--- src/rtl/sbr_pkg.sv ---
package sbr_pkg;
  localparam int BYTE_W  = 8;
  localparam int ADDR_W  = 16;
  localparam int WORD_W  = 32;
  localparam int BPW     = WORD_W / BYTE_W;
  localparam int BIT_W   = $clog2(BYTE_W);
  localparam int WB_W    = $clog2(BPW);
  localparam int ERR_BIT = 3;

  typedef enum logic [2:0] {
    PH_OP,
    PH_HDR,
    PH_DATA,
    PH_DONE,
    PH_IGN
  } phase_e;
endpackage

--- src/rtl/sbr_edges.sv ---
module sbr_edges (
  input  logic clk_i,
  input  logic rst_ni,
  input  logic sclk_i,
  input  logic cs_ni,
  output logic sclk_rise_o,
  output logic sclk_fall_o,
  output logic cs_fall_o,
  output logic cs_rise_o
);
  logic sclk_q, cs_q;

  always_ff @(posedge clk_i or negedge rst_ni) begin
    if (!rst_ni) begin
      sclk_q <= 1'b0;
      cs_q   <= 1'b1;
    end else begin
      sclk_q <= sclk_i;
      cs_q   <= cs_ni;
    end
  end

  assign sclk_rise_o = sclk_i & ~sclk_q & ~cs_ni;
  assign sclk_fall_o = ~sclk_i & sclk_q & ~cs_ni;
  assign cs_fall_o   = cs_q & ~cs_ni;
  assign cs_rise_o   = ~cs_q & cs_ni;
endmodule

--- src/rtl/sbr_rx.sv ---
module sbr_rx #(
  parameter int W  = 8,
  localparam int CW = $clog2(W)
) (
  input  logic          clk_i,
  input  logic          rst_ni,
  input  logic          clr_i,
  input  logic          shift_i,
  input  logic          bit_i,
  output logic [CW-1:0] cnt_o,
  output logic          done_o,
  output logic [W-1:0]  byte_o
);
  logic [W-2:0]  sr;
  logic [CW-1:0] cnt;

  always_ff @(posedge clk_i or negedge rst_ni) begin
    if (!rst_ni) begin
      sr  <= '0;
      cnt <= '0;
    end else if (clr_i) begin
      cnt <= '0;
    end else if (shift_i) begin
      sr  <= {sr[W-3:0], bit_i};
      cnt <= cnt + 1'b1;
    end
  end

  assign cnt_o  = cnt;
  assign done_o = shift_i && (cnt == CW'(W - 1));
  assign byte_o = {sr, bit_i};
endmodule

--- src/rtl/sbr_tx.sv ---
module sbr_tx #(
  parameter int W = 8
) (
  input  logic         clk_i,
  input  logic         rst_ni,
  input  logic         load_i,
  input  logic [W-1:0] din_i,
  input  logic         shift_i,
  output logic         bit_o
);
  logic [W-1:0] sr;

  always_ff @(posedge clk_i or negedge rst_ni) begin
    if (!rst_ni)      sr <= '0;
    else if (load_i)  sr <= din_i;
    else if (shift_i) sr <= {sr[W-2:0], 1'b0};
  end

  assign bit_o = sr[W-1];
endmodule

--- src/rtl/spi_burst_slave.sv ---
module spi_burst_slave
  import sbr_pkg::*;
#(
  parameter logic [BYTE_W-1:0] OPC_WR = 8'h61,
  parameter logic [BYTE_W-1:0] OPC_RD = 8'h41
) (
  input  logic              clk_i,
  input  logic              rst_ni,
  input  logic              sclk_i,
  input  logic              cs_ni,
  input  logic              mosi_i,
  output logic              miso_o,
  input  logic [BYTE_W-1:0] status_i,
  output logic [ADDR_W-1:0] bus_addr_o,
  output logic              bus_wr_o,
  output logic [WORD_W-1:0] bus_wdata_o,
  output logic              bus_rd_o,
  input  logic [WORD_W-1:0] bus_rdata_i,
  output logic              ev_cmd_o,
  output logic              ev_under_o,
  output logic              ev_over_o,
  output logic              ev_end_o
);
  localparam int MAX_WORDS = 1 << BYTE_W;
  localparam int TOT_W     = BYTE_W + 1;
  localparam logic [ADDR_W-1:0] STEP = ADDR_W'(BPW);

  logic sclk_rise, sclk_fall, cs_fall, cs_rise;
  logic [BIT_W-1:0]  bit_cnt;
  logic              byte_done;
  logic [BYTE_W-1:0] rx_byte;
  logic              tx_bit, tx_load;
  logic [BYTE_W-1:0] tx_din, stat_byte, next_byte;

  phase_e            phase;
  logic [1:0]        hdr_idx;
  logic              op_rd;
  logic [ADDR_W-1:0] addr_q;
  logic [TOT_W-1:0]  total_q, done_q, done_n;
  logic [WB_W-1:0]   wb_idx;
  logic [WORD_W-1:0] wr_sr, rd_word;
  logic              rd_pend, txn_err, err_prev, rd_shift;

  sbr_edges u_edges (
    .clk_i, .rst_ni, .sclk_i, .cs_ni,
    .sclk_rise_o(sclk_rise), .sclk_fall_o(sclk_fall),
    .cs_fall_o(cs_fall), .cs_rise_o(cs_rise)
  );

  sbr_rx #(.W(BYTE_W)) u_rx (
    .clk_i, .rst_ni, .clr_i(cs_fall | cs_rise), .shift_i(sclk_rise), .bit_i(mosi_i),
    .cnt_o(bit_cnt), .done_o(byte_done), .byte_o(rx_byte)
  );

  always_comb begin
    stat_byte          = status_i;
    stat_byte[ERR_BIT] = err_prev;
  end

  // a new byte starts on the fall that follows a completed byte
  assign rd_shift  = sclk_fall && (bit_cnt == '0) && (phase == PH_DATA) && op_rd;
  assign next_byte = rd_shift ? rd_word[WORD_W-1 -: BYTE_W] : '0;
  assign tx_load   = cs_fall | (sclk_fall && (bit_cnt == '0));
  assign tx_din    = cs_fall ? stat_byte : next_byte;

  sbr_tx #(.W(BYTE_W)) u_tx (
    .clk_i, .rst_ni, .load_i(tx_load), .din_i(tx_din), .shift_i(sclk_fall), .bit_o(tx_bit)
  );

  assign miso_o = tx_bit & ~cs_ni;
  assign done_n = done_q + 1'b1;

  always_ff @(posedge clk_i or negedge rst_ni) begin
    if (!rst_ni) begin
      phase       <= PH_OP;
      hdr_idx     <= '0;
      op_rd       <= 1'b0;
      addr_q      <= '0;
      total_q     <= '0;
      done_q      <= '0;
      wb_idx      <= '0;
      wr_sr       <= '0;
      rd_word     <= '0;
      rd_pend     <= 1'b0;
      txn_err     <= 1'b0;
      err_prev    <= 1'b0;
      bus_addr_o  <= '0;
      bus_wr_o    <= 1'b0;
      bus_wdata_o <= '0;
      bus_rd_o    <= 1'b0;
      ev_cmd_o    <= 1'b0;
      ev_under_o  <= 1'b0;
      ev_over_o   <= 1'b0;
      ev_end_o    <= 1'b0;
    end else begin
      bus_wr_o   <= 1'b0;
      bus_rd_o   <= 1'b0;
      ev_cmd_o   <= 1'b0;
      ev_under_o <= 1'b0;
      ev_over_o  <= 1'b0;
      ev_end_o   <= 1'b0;
      rd_pend    <= bus_rd_o;

      if (rd_pend)       rd_word <= bus_rdata_i;
      else if (rd_shift) rd_word <= rd_word << BYTE_W;

      if (cs_fall) begin
        phase   <= PH_OP;
        hdr_idx <= '0;
        wb_idx  <= '0;
        done_q  <= '0;
        txn_err <= 1'b0;
      end else if (cs_rise) begin
        ev_under_o <= (phase == PH_HDR) || (phase == PH_DATA);
        ev_end_o   <= (bit_cnt != '0);
        err_prev   <= txn_err || (phase == PH_HDR) || (phase == PH_DATA) || (bit_cnt != '0);
        phase      <= PH_IGN;
      end else if (sclk_rise && phase == PH_DONE) begin
        ev_over_o <= 1'b1;
        txn_err   <= 1'b1;
        phase     <= PH_IGN;
      end else if (byte_done) begin
        unique case (phase)
          PH_OP: begin
            if (rx_byte == OPC_WR || rx_byte == OPC_RD) begin
              op_rd   <= (rx_byte == OPC_RD);
              hdr_idx <= 2'd1;
              phase   <= PH_HDR;
            end else begin
              ev_cmd_o <= 1'b1;
              txn_err  <= 1'b1;
              phase    <= PH_IGN;
            end
          end
          PH_HDR: begin
            hdr_idx <= hdr_idx + 1'b1;
            if (hdr_idx == 2'd1) addr_q[ADDR_W-1 -: BYTE_W] <= rx_byte;
            else if (hdr_idx == 2'd2) addr_q[BYTE_W-1:0] <= rx_byte;
            else begin
              total_q <= (rx_byte == '0) ? TOT_W'(MAX_WORDS) : TOT_W'(rx_byte);
              phase   <= PH_DATA;
              if (op_rd) begin
                bus_rd_o   <= 1'b1;
                bus_addr_o <= addr_q;
                addr_q     <= addr_q + STEP;
              end
            end
          end
          PH_DATA: begin
            wr_sr  <= {wr_sr[WORD_W-BYTE_W-1:0], rx_byte};
            wb_idx <= wb_idx + 1'b1;
            if (wb_idx == WB_W'(BPW - 1)) begin
              done_q <= done_n;
              if (!op_rd) begin
                bus_wr_o    <= 1'b1;
                bus_addr_o  <= addr_q;
                bus_wdata_o <= {wr_sr[WORD_W-BYTE_W-1:0], rx_byte};
                addr_q      <= addr_q + STEP;
              end else if (done_n < total_q) begin
                bus_rd_o   <= 1'b1;
                bus_addr_o <= addr_q;
                addr_q     <= addr_q + STEP;
              end
              if (done_n == total_q) phase <= PH_DONE;
            end
          end
          default: ;
        endcase
      end
    end
  end
endmodule

--- config.mk ---
export PLATFORM = sky130hd
export DESIGN_NAME = spi_burst_slave
export DESIGN_NICKNAME = d
export VERILOG_FILES = /design/src/rtl/sbr_pkg.sv /design/src/rtl/sbr_edges.sv /design/src/rtl/sbr_rx.sv /design/src/rtl/sbr_tx.sv /design/src/rtl/spi_burst_slave.sv
export SDC_FILE = /design/constraint.sdc
export NUM_CORES = 1
export LEC_CHECK = 0
export BUFFER_PORTS_ARGS = -buffer_cell sky130_fd_sc_hd__buf_2
export CAP_MARGIN = 10
export CORE_UTILIZATION = 42
export CTS_BUF_LIST = sky130_fd_sc_hd__clkbuf_2 sky130_fd_sc_hd__clkbuf_4 sky130_fd_sc_hd__clkbuf_8
export DETAILED_ROUTE_END_ITERATION = 10
export GPL_TIMING_DRIVEN = 0
export SLEW_MARGIN = 20
export SYNTH_ARGS = -nofsm -noshare
export SYNTH_HDL_FRONTEND = slang
export SYNTH_SLANG_ARGS = --single-unit
export TNS_END_PERCENT = 10
--- constraint.sdc ---
create_clock -name clk_i -period 3.2 [get_ports clk_i]
set_input_delay 0.64 -clock clk_i [delete_from_list [all_inputs] [get_ports clk_i]]
set_output_delay 0.64 -clock clk_i [all_outputs]
set_load 0.01 [all_outputs]
# --- After elaboration in Yosys (flattened, before gate mapping) ---
# Index checks and enable logic that the tools add are counted.
classes:
  n_eq_ne: 26
  reduce_logical: 40
  order_cmp: 1
  bitwise: 20
  n_mux: 89
  n_addsub: 5
ops:
  columns: ["op", "count"]
  rows:
  - ["$mux 16", 10]
  - ["$mux 32", 2]
  - ["$mux 8", 8]
  - ["$pmux 16 s2", 2]
  - ["$mux 9", 7]
  - ["$mux 1", 36]
  - ["$mux 3", 11]
  - ["$mux 2", 10]
  - ["$reduce_and 9->1", 2]
  - ["$add 16x3->16 const B", 1]
  - ["$eq 8x7->1 const B", 2]
  - ["$reduce_and 5->1", 3]
  - ["$reduce_and 7->1", 2]
  - ["$reduce_bool 2->1", 7]
  - ["$reduce_and 6->1", 2]
  - ["$reduce_bool 3->1", 4]
  - ["$not 1->1", 11]
  - ["$ne 2x2->1 const B", 5]
  - ["$ne 5x3->1 const B", 2]
  - ["$ne 5x5->1 const B", 2]
  - ["$reduce_and 10->1", 1]
  - ["$add 9x1->9 const B", 1]
  - ["$eq 9x9->1", 1]
  - ["$lt 9x9->1", 1]
  - ["23 further kinds", 48]
word_totals:
  register_bits: 175
  input_bits: 45

# --- Longest topological paths before layout ---
# Gate-level depths: netlist of the first run.
depth:
  ltp_word: 10
  mapped_depth: 12
  depth_no_buf: 11

# --- Cells and area by module ---
# Synthesis of the first run repeated with hierarchy kept, for this count alone.
unflattened:
  hier_cells: 780
  area_unflattened_um2: 8157.8
by_module_without_submodules:
  columns: ["module", "area_per_inst_um2", "instances", "cells_each", "seq_area_each_um2"]
  rows:
  - ["spi_burst_slave", 7275.7, 1, 711, 3878.7]
  - ["sbr_rx", 434.2, 1, 29, 250.2]
  - ["sbr_tx", 369.1, 1, 34, 200.2]
  - ["sbr_edges", 78.8, 1, 6, 51.3]

# --- Worst setup path after synthesis of the first run ---
# Ideal clock, no wire load.
synth_timing:
  kind: "register to register"
  from: "register done_q[0]"
  to: "register bus_addr_o[10]"
  path_slack_ps: 251
  stages_incl_launch_ff: 13
  arrival_ps: 2824
  setup_time_ps: 125
  required_ps: 3075
  cell_sequence: "dfrtp_1 > ha_1 > and3_1 > and3_1 > xnor2_1 > inv_1 > ha_1 > nand4_1 > nor3_1 > o211ai_2 > nand3b_4 > buf_6 > mux2_2"
synth_between:
  elab_chain_cells: 4
synth_lines:
  columns: ["element", "line", "rtl"]
  rows:
  - ["from (decl)", "spi_burst_slave.sv:39", "logic [TOT_W-1:0] total_q, done_q, done_n;"]
  - ["from (signal assigned)", "spi_burst_slave.sv:153", "done_q <= done_n;"]
  - ["$add 9x1->9", "spi_burst_slave.sv:71", "assign done_n = done_q + 1'b1;"]
  - ["$lt 9x9->1", "spi_burst_slave.sv:159", "end else if (done_n < total_q) begin"]
  - ["$ne 3x2->1 (no line)", null, null]
  - ["$reduce_and 10->1 (no line)", null, null]
  - ["to (signal assigned)", "spi_burst_slave.sv:144", "bus_addr_o <= addr_q;"]
  - ["to (signal assigned)", "spi_burst_slave.sv:156", "bus_addr_o <= addr_q;"]
  - ["to (signal assigned)", "spi_burst_slave.sv:161", "bus_addr_o <= addr_q;"]
  - ["to (decl)", "spi_burst_slave.sv:14", "output logic [ADDR_W-1:0] bus_addr_o,"]
# No other way between the ends.
# A chain may end at the register's enable or synchronous reset.

# --- Final worst setup path of the first run ---
layout_timing:
  from: "register done_q[2]"
  to: "register addr_q[3]"
layout_between:
  elab_chain_cells: 4
layout_lines:
  columns: ["element", "line", "rtl"]
  rows:
  - ["$add 9x1->9", "spi_burst_slave.sv:71", null]
  - ["$lt 9x9->1", "spi_burst_slave.sv:159", null]
  - ["$ne 3x2->1 (no line)", null, null]
  - ["$reduce_and 9->1 (no line)", null, null]
  - ["to (signal assigned)", "spi_burst_slave.sv:145", "addr_q <= addr_q + STEP;"]
  - ["to (signal assigned)", "spi_burst_slave.sv:158", "addr_q <= addr_q + STEP;"]
  - ["to (signal assigned)", "spi_burst_slave.sv:162", "addr_q <= addr_q + STEP;"]
  - ["to (decl)", "spi_burst_slave.sv:38", "logic [ADDR_W-1:0] addr_q;"]
# No other way between the ends.

==> results.txt, run 1 <==
CTS tree -> yes
CTS HTree Levels -> 4
Rows -> 50
Cell Area, Synth -> 8210 µm²
Worst path depth -> 12
Slew HR -> 40.3%
Post-Route WL -> 18,200 µm
Final min period -> 3090 ps
Flop2flop setup slack -> 110 ps
Vias in the first global route -> 6,081
WL per Instance -> 16.3 µm
Seq. cell area -> 4380 µm²
RSZ-0062 raised after global routing -> true
Final setup viols -> 0
# nets final -> 912
Die ar. -> 20,100 µm²
Leakage -> 4.84 nW
Clock Latency Late Sink -> 460 ps
FILL cells -> 1,708
Final total power -> 4.48 mW
Num Clock Sinks -> 175
Reg2reg path depth -> 12
Max Slew Vio Count -> 0
Root buf cell -> clkbuf_8
DRT Pass-1 Iters -> 5
Std-Cell Core Area -> 19,000 µm²
Slew @ Worst Pin -> 886 ps
Busiest metal layer after global routing -> met2
Met2 Track Usage GR -> 31.8%
FF+latch count, synth -> 175
Initial antenna violation count -> 0
GR Util All Layers -> 19.5%
Top Family by Delay on Critical Path -> simple AND/OR/NAND/NOR gates
Run status -> finished clean
Layout Area Growth over Synthesis -> 17.2%
Starting Density -> 43.3%
Post-Syn Area per Cell -> 11.4 µm²
GR Util met1 -> 25.5%
Port bufs -> 98
RR Startpoint -> done_q[2]
Num CTS Buffers -> 17
Asr flop ratio synth -> 100%
Distinct cells, synth -> 60
Number of flops mapped to enable cells by yosys -> 0
DP HPWL -> 13,100 µm
Ys Warns -> 0
Die X -> 142 µm
Max-capacitance violation count -> 0
Ys flop type -> dfrtp_1
Hold Crit Class -> input port to asynchronous set/reset pin
Critical path data arrival time -> 3450 ps
Worst Path Buf+Inv -> 2
Worst-path cell chain -> and3_1 -> and3_1 -> and3_1 -> xnor2_2 -> inv_1 -> ha_1 -> nand4_1 -> nor3_4 -> a211oi_2 -> and2_4 -> buf_6 -> mux2_4
Clk buf depth -> 2
Post-DR vias/cell -> 5.24
Total gr overflow -> 0
Startpoint type of the worst setup path -> flop
Peak VDD IR -> 0.000257 V
Crit-path max FO -> 6
Register area share after synthesis -> 53.4%
First-pass GRT wire length -> 30,700 µm
Max Fclk -> 323 MHz
Worst EP required -> 3550 ps
Largest net degree at the start of global routing -> 68
WS Path Type -> flop to flop
IO Count -> 100
Slowest cell delay on critical path -> 460 ps
Max Clock Skew -> 13.9 ps
Share of layout cells above drive strength 1 -> 31.3%
Grt met3 use -> 4.49%
Most used cell, CP -> and3_1
Final ANT Viol Nets -> 0
Fin crit share -> 96.7%
Drc violations -> 0
Syn Nets -> 786
Post-Syn Instances -> 722
Vias -> 5,878
Die H -> 142 µm
Final Hold Vio Count -> 0
Setup crit start -> done_q[2]
Clk slew on worst S/H paths -> 90 ps
Crit end category -> flop
Multi-input gate area -> 3590 µm²
Fin util -> 50.7%
Placer Congestion -> 0.876
Critical path's slowest cell -> a211oi_2
Initial DRC count -> 409
P per Cell Area -> 466 nW/µm²
## sequential cells by signal, indices dropped and copies added (netlist names), 3 cells and up
signal       cells
u_rx.sr          7
total_q          9
bus_addr_o      16
bus_wdata_o     32
rd_word         32
done_q           9
wr_sr           24
u_tx.sr          8
u_rx.cnt_o       3
phase            3
addr_q          16
## kinds of logic (layout without fill, tap and decap cells)
family | Yosys count | after routing | share of synthesized area (%)
other | 0 | 1 | 0
buffers and inverters | 60 | 198 | 3.42
AND/OR/NAND/NOR | 204 | 204 | 13.0
XOR/XNOR | 7 | 7 | 0.747
adder cells (fa/ha/maj) | 19 | 19 | 2.90
multiplexers | 119 | 119 | 16.1
AO/OA/AOI/OAI | 138 | 138 | 10.4
flip-flops | 175 | 175 | 53.4
## metal layers
| layer | vias to the layer above | part of all wire, % |
|---|---|---|
| met4 | 0 | 1.2 |
| met1 | 2906 | 46 |
| met2 | 137 | 49 |
| li1 | 2818 | - |
| met3 | 17 | 4.3 |
| met5 | - | 0 |
## power breakdown
| part | internal, mW | switching, mW |
|---|---|---|
| logic | 0.180 | 0.280 |
| clock network | 0.817 | 0.810 |
| registers | 2.28 | 0.109 |
| total | 3.28 | 1.20 |
## synthesized netlist by cell type (3+ instances only)
library cell / count / area share, %
inv_1: 24 / 1.1
nor2b_1: 3 / 0.23
o21ai_0: 59 / 3.6
a21o_1: 4 / 0.37
a21oi_1: 20 / 1.2
or3_1: 3 / 0.23
o2bb2ai_1: 5 / 0.53
dfrtp_1: 174 / 53
xnor2_1: 5 / 0.53
nand2b_1: 13 / 0.99
buf_2: 8 / 0.49
ha_1: 19 / 2.9
o21a_1: 3 / 0.27
nor3_1: 11 / 0.67
a22o_1: 3 / 0.32
a31oi_1: 17 / 1.3
nand4_1: 5 / 0.38
nor4_1: 3 / 0.23
nand2_1: 83 / 3.8
and3_1: 12 / 0.91
a32oi_1: 3 / 0.32
nor3b_4: 3 / 0.69
nand3b_1: 3 / 0.27
buf_6: 5 / 0.69
mux2i_1: 27 / 3.3
a22oi_1: 9 / 0.82
nor3b_1: 3 / 0.27
clkbuf_1: 20 / 0.91
mux2_2: 86 / 12
mux2_4: 5 / 0.91
o31ai_1: 4 / 0.37
nor2_1: 27 / 1.2
nand3_1: 19 / 1.2
## cell usage in the layout (no fill, tap or decap), types with 3 or more instances in the layout
master	count
dfrtp_1	173
buf_2	105
mux2_2	86
nand2_1	83
o21ai_0	58
nor2_1	27
mux2i_1	27
inv_1	24
a21oi_1	20
nand3_1	19
clkbuf_1	19
ha_1	18
clkbuf_8	18
a31oi_1	17
nand2b_1	13
and3_1	12
nor3_1	10
buf_4	9
a22oi_1	9
nand4_1	5
mux2_4	5
o2bb2ai_1	5
buf_6	4
o31ai_1	4
a21o_1	4
xnor2_1	3
nor2b_1	3
nand3b_1	3
nor3b_4	3
nor4_1	3
o21a_1	3
or3_1	3
nor3b_1	3
a32oi_1	3
a22o_1	3
bufinv_16	3
## final timing paths
path                             endpoint
max in group asynchronous    u_edges.cs_q
min in group clk_i         u_edges.sclk_q
hold / removal              u_rx.cnt_o[0]
setup / recovery                addr_q[3]
hold reg to reg                   rd_pend
setup reg to reg                addr_q[3]
## stage by stage
step	cells	setup WS [ps]	hold slack [ps]	instance area, µm²	setup TNS [ps]
4_1_cts	1116	9.77	62.7	9540	0
3_5_place_dp	1082	-225	372	9090	-2680
6_report	1121	106	70.4	9610	0
3_3_place_gp	1080	-1220	391	9020	-211050
5_1_grt	1120	-27.0	61.6	9610	-58.9
2_1_floorplan	722	251	344	8210	0
## layout make-up
| class | instances | share of cell area, % |
|---|---|---|
| diodes | 1 | 0.0260 |
| plain buffers | 36 | 2.08 |
| clock buffers | 20 | 2.73 |
| clock inverters | 11 | 1.63 |
| inverters | 24 | 0.937 |
| multi-input cells | 487 | 37.3 |
| flip-flops and latches | 175 | 45.6 |
| well taps | 260 | 3.38 |
| repair buffers | 107 | 6.32 |
## timing repair
action | in CTS | in global routing
pin swaps | 3 | 3
setup buffers | 3 | 4
endpoints found under the setup margin | 27 | 31
resized for setup | 3 | 9
hold buffers | 0 | 0
Note: power is estimated with default switching activity, not from simulation.
==> run 2: changes to the inputs <==
--- a/config.mk
+++ b/config.mk
@@ -7,10 +7,11 @@
 export LEC_CHECK = 0
 export BUFFER_PORTS_ARGS = -buffer_cell sky130_fd_sc_hd__buf_2
 export CAP_MARGIN = 10
-export CORE_UTILIZATION = 42
+export CORE_UTILIZATION = 54
 export CTS_BUF_LIST = sky130_fd_sc_hd__clkbuf_2 sky130_fd_sc_hd__clkbuf_4 sky130_fd_sc_hd__clkbuf_8
 export DETAILED_ROUTE_END_ITERATION = 10
 export GPL_TIMING_DRIVEN = 0
+export PLACE_DENSITY = 0.78
 export SLEW_MARGIN = 20
 export SYNTH_ARGS = -nofsm -noshare
 export SYNTH_HDL_FRONTEND = slang
==> run 2 against run 1 <==
Net effect: core utilization rose by 15 points; non-clock buffer count is 7 higher; the run now ends with design-rule violations left; fmax about the same; cell count is 6.1% lower; worst setup slack worse by 0.80 ps; flip-flop and latch count did not move; global-route usage grew 4.2 points; total power increased by 0.45%; combinational power increased by 4%; critical path depth is 1 higher; first-iteration DRC count rose by 22%; cell area up 0.34%.
==> results.txt, run 2 (synthesized netlist as in run 1, its figures left out) <==
Hold Crit Class -> input port to flop
Run status -> finished, violations left
Final instance area -> 9650 µm² (+0.34%)
Num Clock Sinks -> 175 (unchanged)
Slew HR -> 50.2% (+9.9 points)
Die X -> 125 µm (-12%)
Clock Latency Late Sink -> 480 ps (+20 ps)
Max Clock Skew -> 23.2 ps (+9.24 ps)
Most frequent cells in the layout -> dfrtp_1, buf_2, mux2_2, nand2_1, o21ai_0
Most common cell after layout, fill and taps aside -> dfrtp_1
Crit end category -> flop
Clk buf depth -> 2 (unchanged)
Worst-path cell chain -> and3_1 -> and3_1 -> and3_1 -> xnor2_2 -> inv_2 -> ha_4 -> nand4_1 -> buf_4 -> nor3_4 -> a221oi_4 -> nand3b_4 -> clkbuf_16 -> mux2_2
Drc violations -> 4 (+4)
Fin util -> 65.6% (+15 points)
Max Fclk -> 323 MHz (about the same)
FILL cells -> 1,143 (-33%)
Std-Cell Core Area -> 14,700 µm² (-22%)
Rows -> 44 (-12%)
Peak VDD IR -> 0.000325 V (+27%)
CTS HTree Levels -> 4 (unchanged)
Grt met3 use -> 4.75% (+0.26 points)
IO Count -> 100 (unchanged)
Port bufs -> 98 (unchanged)
Post-DR vias/cell -> 5.63 (+7.3%)
Layout Area Growth over Synthesis -> 17.6%
Startpoint type of the worst setup path -> flop
Total gr overflow -> 0 (unchanged)
Placer Congestion -> 0.901 (+2.9%)
Multi-input gate area -> 3630 µm² (+1.3%)
GR Util met1 -> 32.3% (+6.7 points)
Vias in the first global route -> 5,805 (-4.5%)
Clk slew on worst S/H paths -> 100 ps (about the same)
GR Util All Layers -> 23.6% (+4.2 points)
Slew @ Worst Pin -> 741 ps (-145 ps)
Most used cell, CP -> and3_1
P per Cell Area -> 466 nW/µm² (+0.11%)
Largest regs -> bus_wdata_o (32), rd_word (32), wr_sr (24)
WL per Instance -> 16.5 µm (+1.3%)
DP HPWL -> 11,700 µm (-10%)
Initial DRC count -> 497 (+22%)
Crit-path max FO -> 8 (+2)
Top Family by Delay on Critical Path -> simple AND/OR/NAND/NOR gates
Final ANT Viol Nets -> 0 (unchanged)
Share of layout cells above drive strength 1 -> 31.9% (+0.63 points)
Slowest cell delay on critical path -> 410 ps (-50 ps)
Met2 Track Usage GR -> 37.8% (+6.0 points)
Failing checks -> design-rule violations
Num CTS Buffers -> 17 (unchanged)
Max-capacitance violation count -> 0 (unchanged)
Max Slew Vio Count -> 0 (unchanged)
Leakage -> 4.89 nW (+0.89%)
Vias -> 5,924 (+0.78%)
Busiest metal layer after global routing -> met2
WS Path Type -> flop to flop
Critical path's slowest cell -> dfrtp_1
Area after DPL -> 8990 µm² (-1.0%)
First-pass GRT wire length -> 29,200 µm (-4.8%)
# nets final -> 919 (+0.77%)
Die ar. -> 15,700 µm² (-22%)
Final worst slack -> 105 ps (-0.799 ps)
Seq. cell area -> 4380 µm² (unchanged)
Final setup viols -> 0 (unchanged)
Final min period -> 3090 ps (+0.799 ps)
Worst EP required -> 3560 ps (about the same)
DP Worst Slack -> -232 ps (-6.71 ps)
Final Hold Vio Count -> 0 (unchanged)
Starting Density -> 55.8% (+13 points)
Die H -> 125 µm (-12%)
CTS tree -> yes
DRT Pass-1 Iters -> 10 (+5)
Worst Path Buf+Inv -> 3 (+1)
Initial antenna violation count -> 0 (unchanged)
Root buf cell -> clkbuf_8
Post-Route WL -> 17,300 µm (-4.9%)
Largest net degree at the start of global routing -> 99 (+46%)
Fin crit share -> 96.7% (about the same)
Critical path data arrival time -> 3460 ps (about the same)
[run 2: layout make-up]
class	count	area share, %
inverter	24	0.934
buffer	36	2.06
multi-input combinational	487	37.7
clock inverter	15	2.01
antenna	1	0.0259
timing repair buffer	114	7.06
clock buffer	17	2.43
tap	184	2.39
sequential	175	45.4
[run 2: layer usage]
| layer | share of wire (%) | vias up |
|---|---|---|
| met5 | 0 | - |
| met4 | 1.5 | 0 |
| met3 | 3.8 | 27 |
| met2 | 48 | 134 |
| met1 | 46 | 2922 |
| li1 | - | 2841 |
[run 2: through the flow]
step / total power, mW / hold WS [ps] / setup TNS [ps] / std cells
after global routing: 4.69 / 320 / -83.9 / 1052
after CTS: 4.48 / 308 / -21.2 / 1040
after floorplan: 2.66 / 344 / 0 / 722
final: 4.50 / 329 / 0 / 1053
after detailed placement: 2.86 / 356 / -2660 / 1006
after global placement: 2.84 / 366 / -227050 / 1004
[run 2: power by group]
part / internal, mW / switching [mW] / total [mW]
registers: 2.28 / 0.109 / 2.39
logic: 0.190 / 0.288 / 0.478
clock network: 0.734 / 0.894 / 1.63
[run 2: repair_timing]
action | 4_1_cts | 5_1_grt
gates cloned | 0 | 1
hold buffers | 1 | 0
hold endpoints to repair | 1 | 0
resized for setup | 3 | 13
endpoints found under the setup margin | 27 | 33
setup buffers | 1 | 11
pin swaps | 1 | 5
[run 2: worst register-to-register path: stages (launching register included)]
cell	delay (ps)
dfrtp_1	410
and3_1	200
and3_1	200
and3_1	210
xnor2_2	200
inv_2	70
ha_4	270
nand4_1	110
buf_4	180
nor3_4	300
a221oi_4	120
nand3b_4	210
clkbuf_16	190
mux2_2	320
[run 2: worst paths after layout]
| kind | to | cells past startpoint | from | slack [ps] |
|---|---|---|---|---|
| setup / recovery | bus_addr_o[3] | 13 | done_q[4] | 110 |
| hold / removal | u_edges.sclk_q | 1 | sclk_i | 330 |
| setup reg to reg | bus_addr_o[3] | 13 | done_q[4] | 110 |
| hold reg to reg | rd_pend | 0 | bus_rd_o | 380 |
| max in group asynchronous | bus_wr_o | 4 | rst_ni | 1710 |
| min in group asynchronous | ev_over_o | 2 | rst_ni | 540 |
==> run 3: changes to the inputs <==
--- a/config.mk
+++ b/config.mk
@@ -12,6 +12,7 @@
 export DETAILED_ROUTE_END_ITERATION = 10
 export GPL_TIMING_DRIVEN = 0
 export PLACE_DENSITY = 0.78
+export REMOVE_ABC_BUFFERS = 1
 export SLEW_MARGIN = 20
 export SYNTH_ARGS = -nofsm -noshare
 export SYNTH_HDL_FRONTEND = slang
==> run 3 against run 2 <==
Net effect: the flow still finishes with violations (design-rule violations); register-to-register slack gained 30 ps; combinational power shrank 9.2%; non-clock buffer count shrank 41; total power grew 1.0%; highest routed layer is now met5.
==> results.txt, run 3 (synthesized netlist as in run 1, its figures left out) <==
Flop2flop setup slack -> 140 ps (+30 ps)
Multi-input gate area -> 3620 µm² (-0.31%)
Worst-path cell chain -> ha_1 -> and3_1 -> and3_1 -> xnor2_2 -> inv_1 -> ha_4 -> nand4_1 -> buf_4 -> nor3_4 -> a221oi_2 -> nand3b_4 -> buf_12 -> mux2_2
Startpoint type of the worst setup path -> flop
Total gr overflow -> 0 (unchanged)
Post-Route WL -> 16,300 µm (-5.7%)
Seq. cell area -> 4380 µm² (about the same)
Largest regs -> bus_wdata_o (32), rd_word (32), wr_sr (24)
Vias in the first global route -> 5,803 (-0.034%)
Most used cell, CP -> and3_1
RSZ-0062 raised after global routing -> false
Rows -> 44 (unchanged)
FILL cells -> 1,094 (-4.3%)
Crit-path max FO -> 9 (+1)
Clk slew on worst S/H paths -> 80 ps (-20 ps)
Fin crit share -> 95.7% (-1.0 points)
CTS tree -> yes
Std-Cell Core Area -> 14,700 µm² (unchanged)
Run status -> finished, violations left
Starting Density -> 55.8% (unchanged)
Die X -> 125 µm (unchanged)
DP HPWL -> 11,200 µm (-4.3%)
Peak VDD IR -> 0.000297 V (-8.8%)
# nets final -> 878 (-4.5%)
Die H -> 125 µm (unchanged)
Initial antenna violation count -> 1 (+1)
Final total power -> 4.55 mW (+1.0%)
Most common cell after layout, fill and taps aside -> dfrtp_1
Critical path's slowest cell -> dfrtp_2
Critical path data arrival time -> 3410 ps (-50 ps)
Worst EP required -> 3550 ps (about the same)
Post-DR vias/cell -> 5.72 (+1.7%)
Leakage -> 4.78 nW (-2.1%)
Drc violations -> 2 (-2)
Share of layout cells above drive strength 1 -> 31.3% (-0.59 points)
Slew @ Worst Pin -> 835 ps (+93.4 ps)
Clock Latency Late Sink -> 460 ps (-20 ps)
RR Startpoint -> done_q[0]
Hold Crit Class -> input port to asynchronous set/reset pin
Layout Area Growth over Synthesis -> 14.8%
Crit end category -> flop
Final setup viols -> 0 (unchanged)
Initial DRC count -> 374 (-25%)
Final ANT Viol Nets -> 0 (unchanged)
Num CTS Buffers -> 17 (unchanged)
Post-route insts no fill -> 1,011 (-4.0%)
Most frequent cells in the layout -> dfrtp_1, buf_2, mux2_2, nand2_1, o21ai_0
Final min period -> 3060 ps (-32.6 ps)
First-pass GRT wire length -> 27,900 µm (-4.5%)
Final Hold Vio Count -> 0 (unchanged)
Top Family by Delay on Critical Path -> simple AND/OR/NAND/NOR gates
P per Cell Area -> 483 nW/µm² (+3.5%)
Placer Congestion -> 0.875 (-2.9%)
WL per Instance -> 16.2 µm (-1.8%)
GR Util All Layers -> 22.3% (-1.3 points)
WS Path Type -> flop to flop
Max-capacitance violation count -> 0 (unchanged)
R2R Path End -> bus_addr_o[4]
Root buf cell -> clkbuf_8
Slowest cell delay on critical path -> 440 ps (+30 ps)
Failing checks -> design-rule violations
Port bufs -> 98 (unchanged)
Largest net degree at the start of global routing -> 93 (-6.1%)
Reg2reg path depth -> 13 (unchanged)
Num Clock Sinks -> 175 (unchanged)
Worst Path Buf+Inv -> 3 (unchanged)
Max Clock Skew -> 10.0 ps (-13.2 ps)
Max Fclk -> 327 MHz (+1.1%)
Ant. Diodes -> 0 (-1)
DRT Pass-1 Iters -> 8 (-2)
CTS HTree Levels -> 4 (unchanged)
Slew HR -> 44.3% (-5.9 points)
Clk buf depth -> 2 (unchanged)
WHS -> 142 ps (-187 ps)
IO Count -> 100 (unchanged)
Die ar. -> 15,700 µm² (unchanged)
Max Slew Vio Count -> 0 (unchanged)
Placed cell count -> 972 (-3.4%)
Vias -> 5,786 (-2.3%)
[run 3: cell count changes in the layout (fill, tap and decap cells not counted), sizes merged]
cell,delta
diode,-1
inv,-6
clkbuf,-15
buf,-19
clkinv,-1
dlygate4sd3,-1
clkinvlp,-1
bufinv,+2
[run 3: what timing repair did]
| action | in CTS | in global routing |
|---|---|---|
| gates resized for setup | 4 | 6 |
| setup endpoints to repair | 30 | 26 |
| pin swaps | 3 | 3 |
| buffers inserted | 5 | 2 |
| gates cloned | 0 | 0 |
| hold buffers | 0 | 0 |
[run 3: metal layers]
| layer | up-vias | share of wire (%) | global-route usage, % |
|---|---|---|---|
| li1 | 2760 | - | - |
| met1 | 2826 | 44 | 28.4 |
| met2 | 160 | 49 | 36.7 |
| met3 | 38 | 4.8 | 5.39 |
| met4 | 2 | 2.3 | 9.25 |
| met5 | - | 0.073 | 0 |
[run 3: how the worst max path moves through the flow]
| stage | slack, ps | depth (start not counted) | from | endpoint |
|---|---|---|---|---|
| 5_1_grt | 9 | 13 | done_q[2] | bus_addr_o[4] |
| 6_report | 140 | 13 | done_q[0] | bus_addr_o[4] |
| 2_1_floorplan | 5 | 5 | cs_ni | u_tx.sr[1] |
| 3_5_place_dp | -360 | 11 | done_q[0] | bus_addr_o[4] |
| 3_3_place_gp | -1050 | 6 | cs_ni | u_tx.sr[3] |
| 4_1_cts | 90 | 12 | done_q[0] | addr_q[3] |
[run 3: cell type report]
class | instances | area share (%)
Timing Repair Buffer | 109 | 6.83
Clock buffer | 23 | 3.10
Inverter | 24 | 0.957
Tap cell | 184 | 2.44
Multi-Input combinational cell | 487 | 38.5
Sequential cell | 175 | 46.5
Clock inverter | 9 | 1.66
[run 3: per-stage QoR]
| stage | util, % | TNS (ps) | instance area, µm² | setup WS [ps] |
|---|---|---|---|---|
| after CTS | 63.7 | 0 | 9370 | 85.8 |
| after global placement | 59.4 | -244210 | 8740 | -1050 |
| after global routing | 64.1 | 0 | 9420 | 8.58 |
| after detailed placement | 60.0 | -10020 | 8830 | -364 |
| after floorplan | - | 0 | 8020 | 5.21 |
| final | 64.1 | 0 | 9420 | 138 |
[run 3: power breakdown]
| part | switching (mW) | internal, mW | total (mW) | leakage, nW |
|---|---|---|---|---|
| combinational | 0.262 | 0.172 | 0.434 | 2.18 |
| sequential | 0.133 | 2.28 | 2.42 | 2.38 |
| clock | 0.766 | 0.930 | 1.70 | 0.232 |
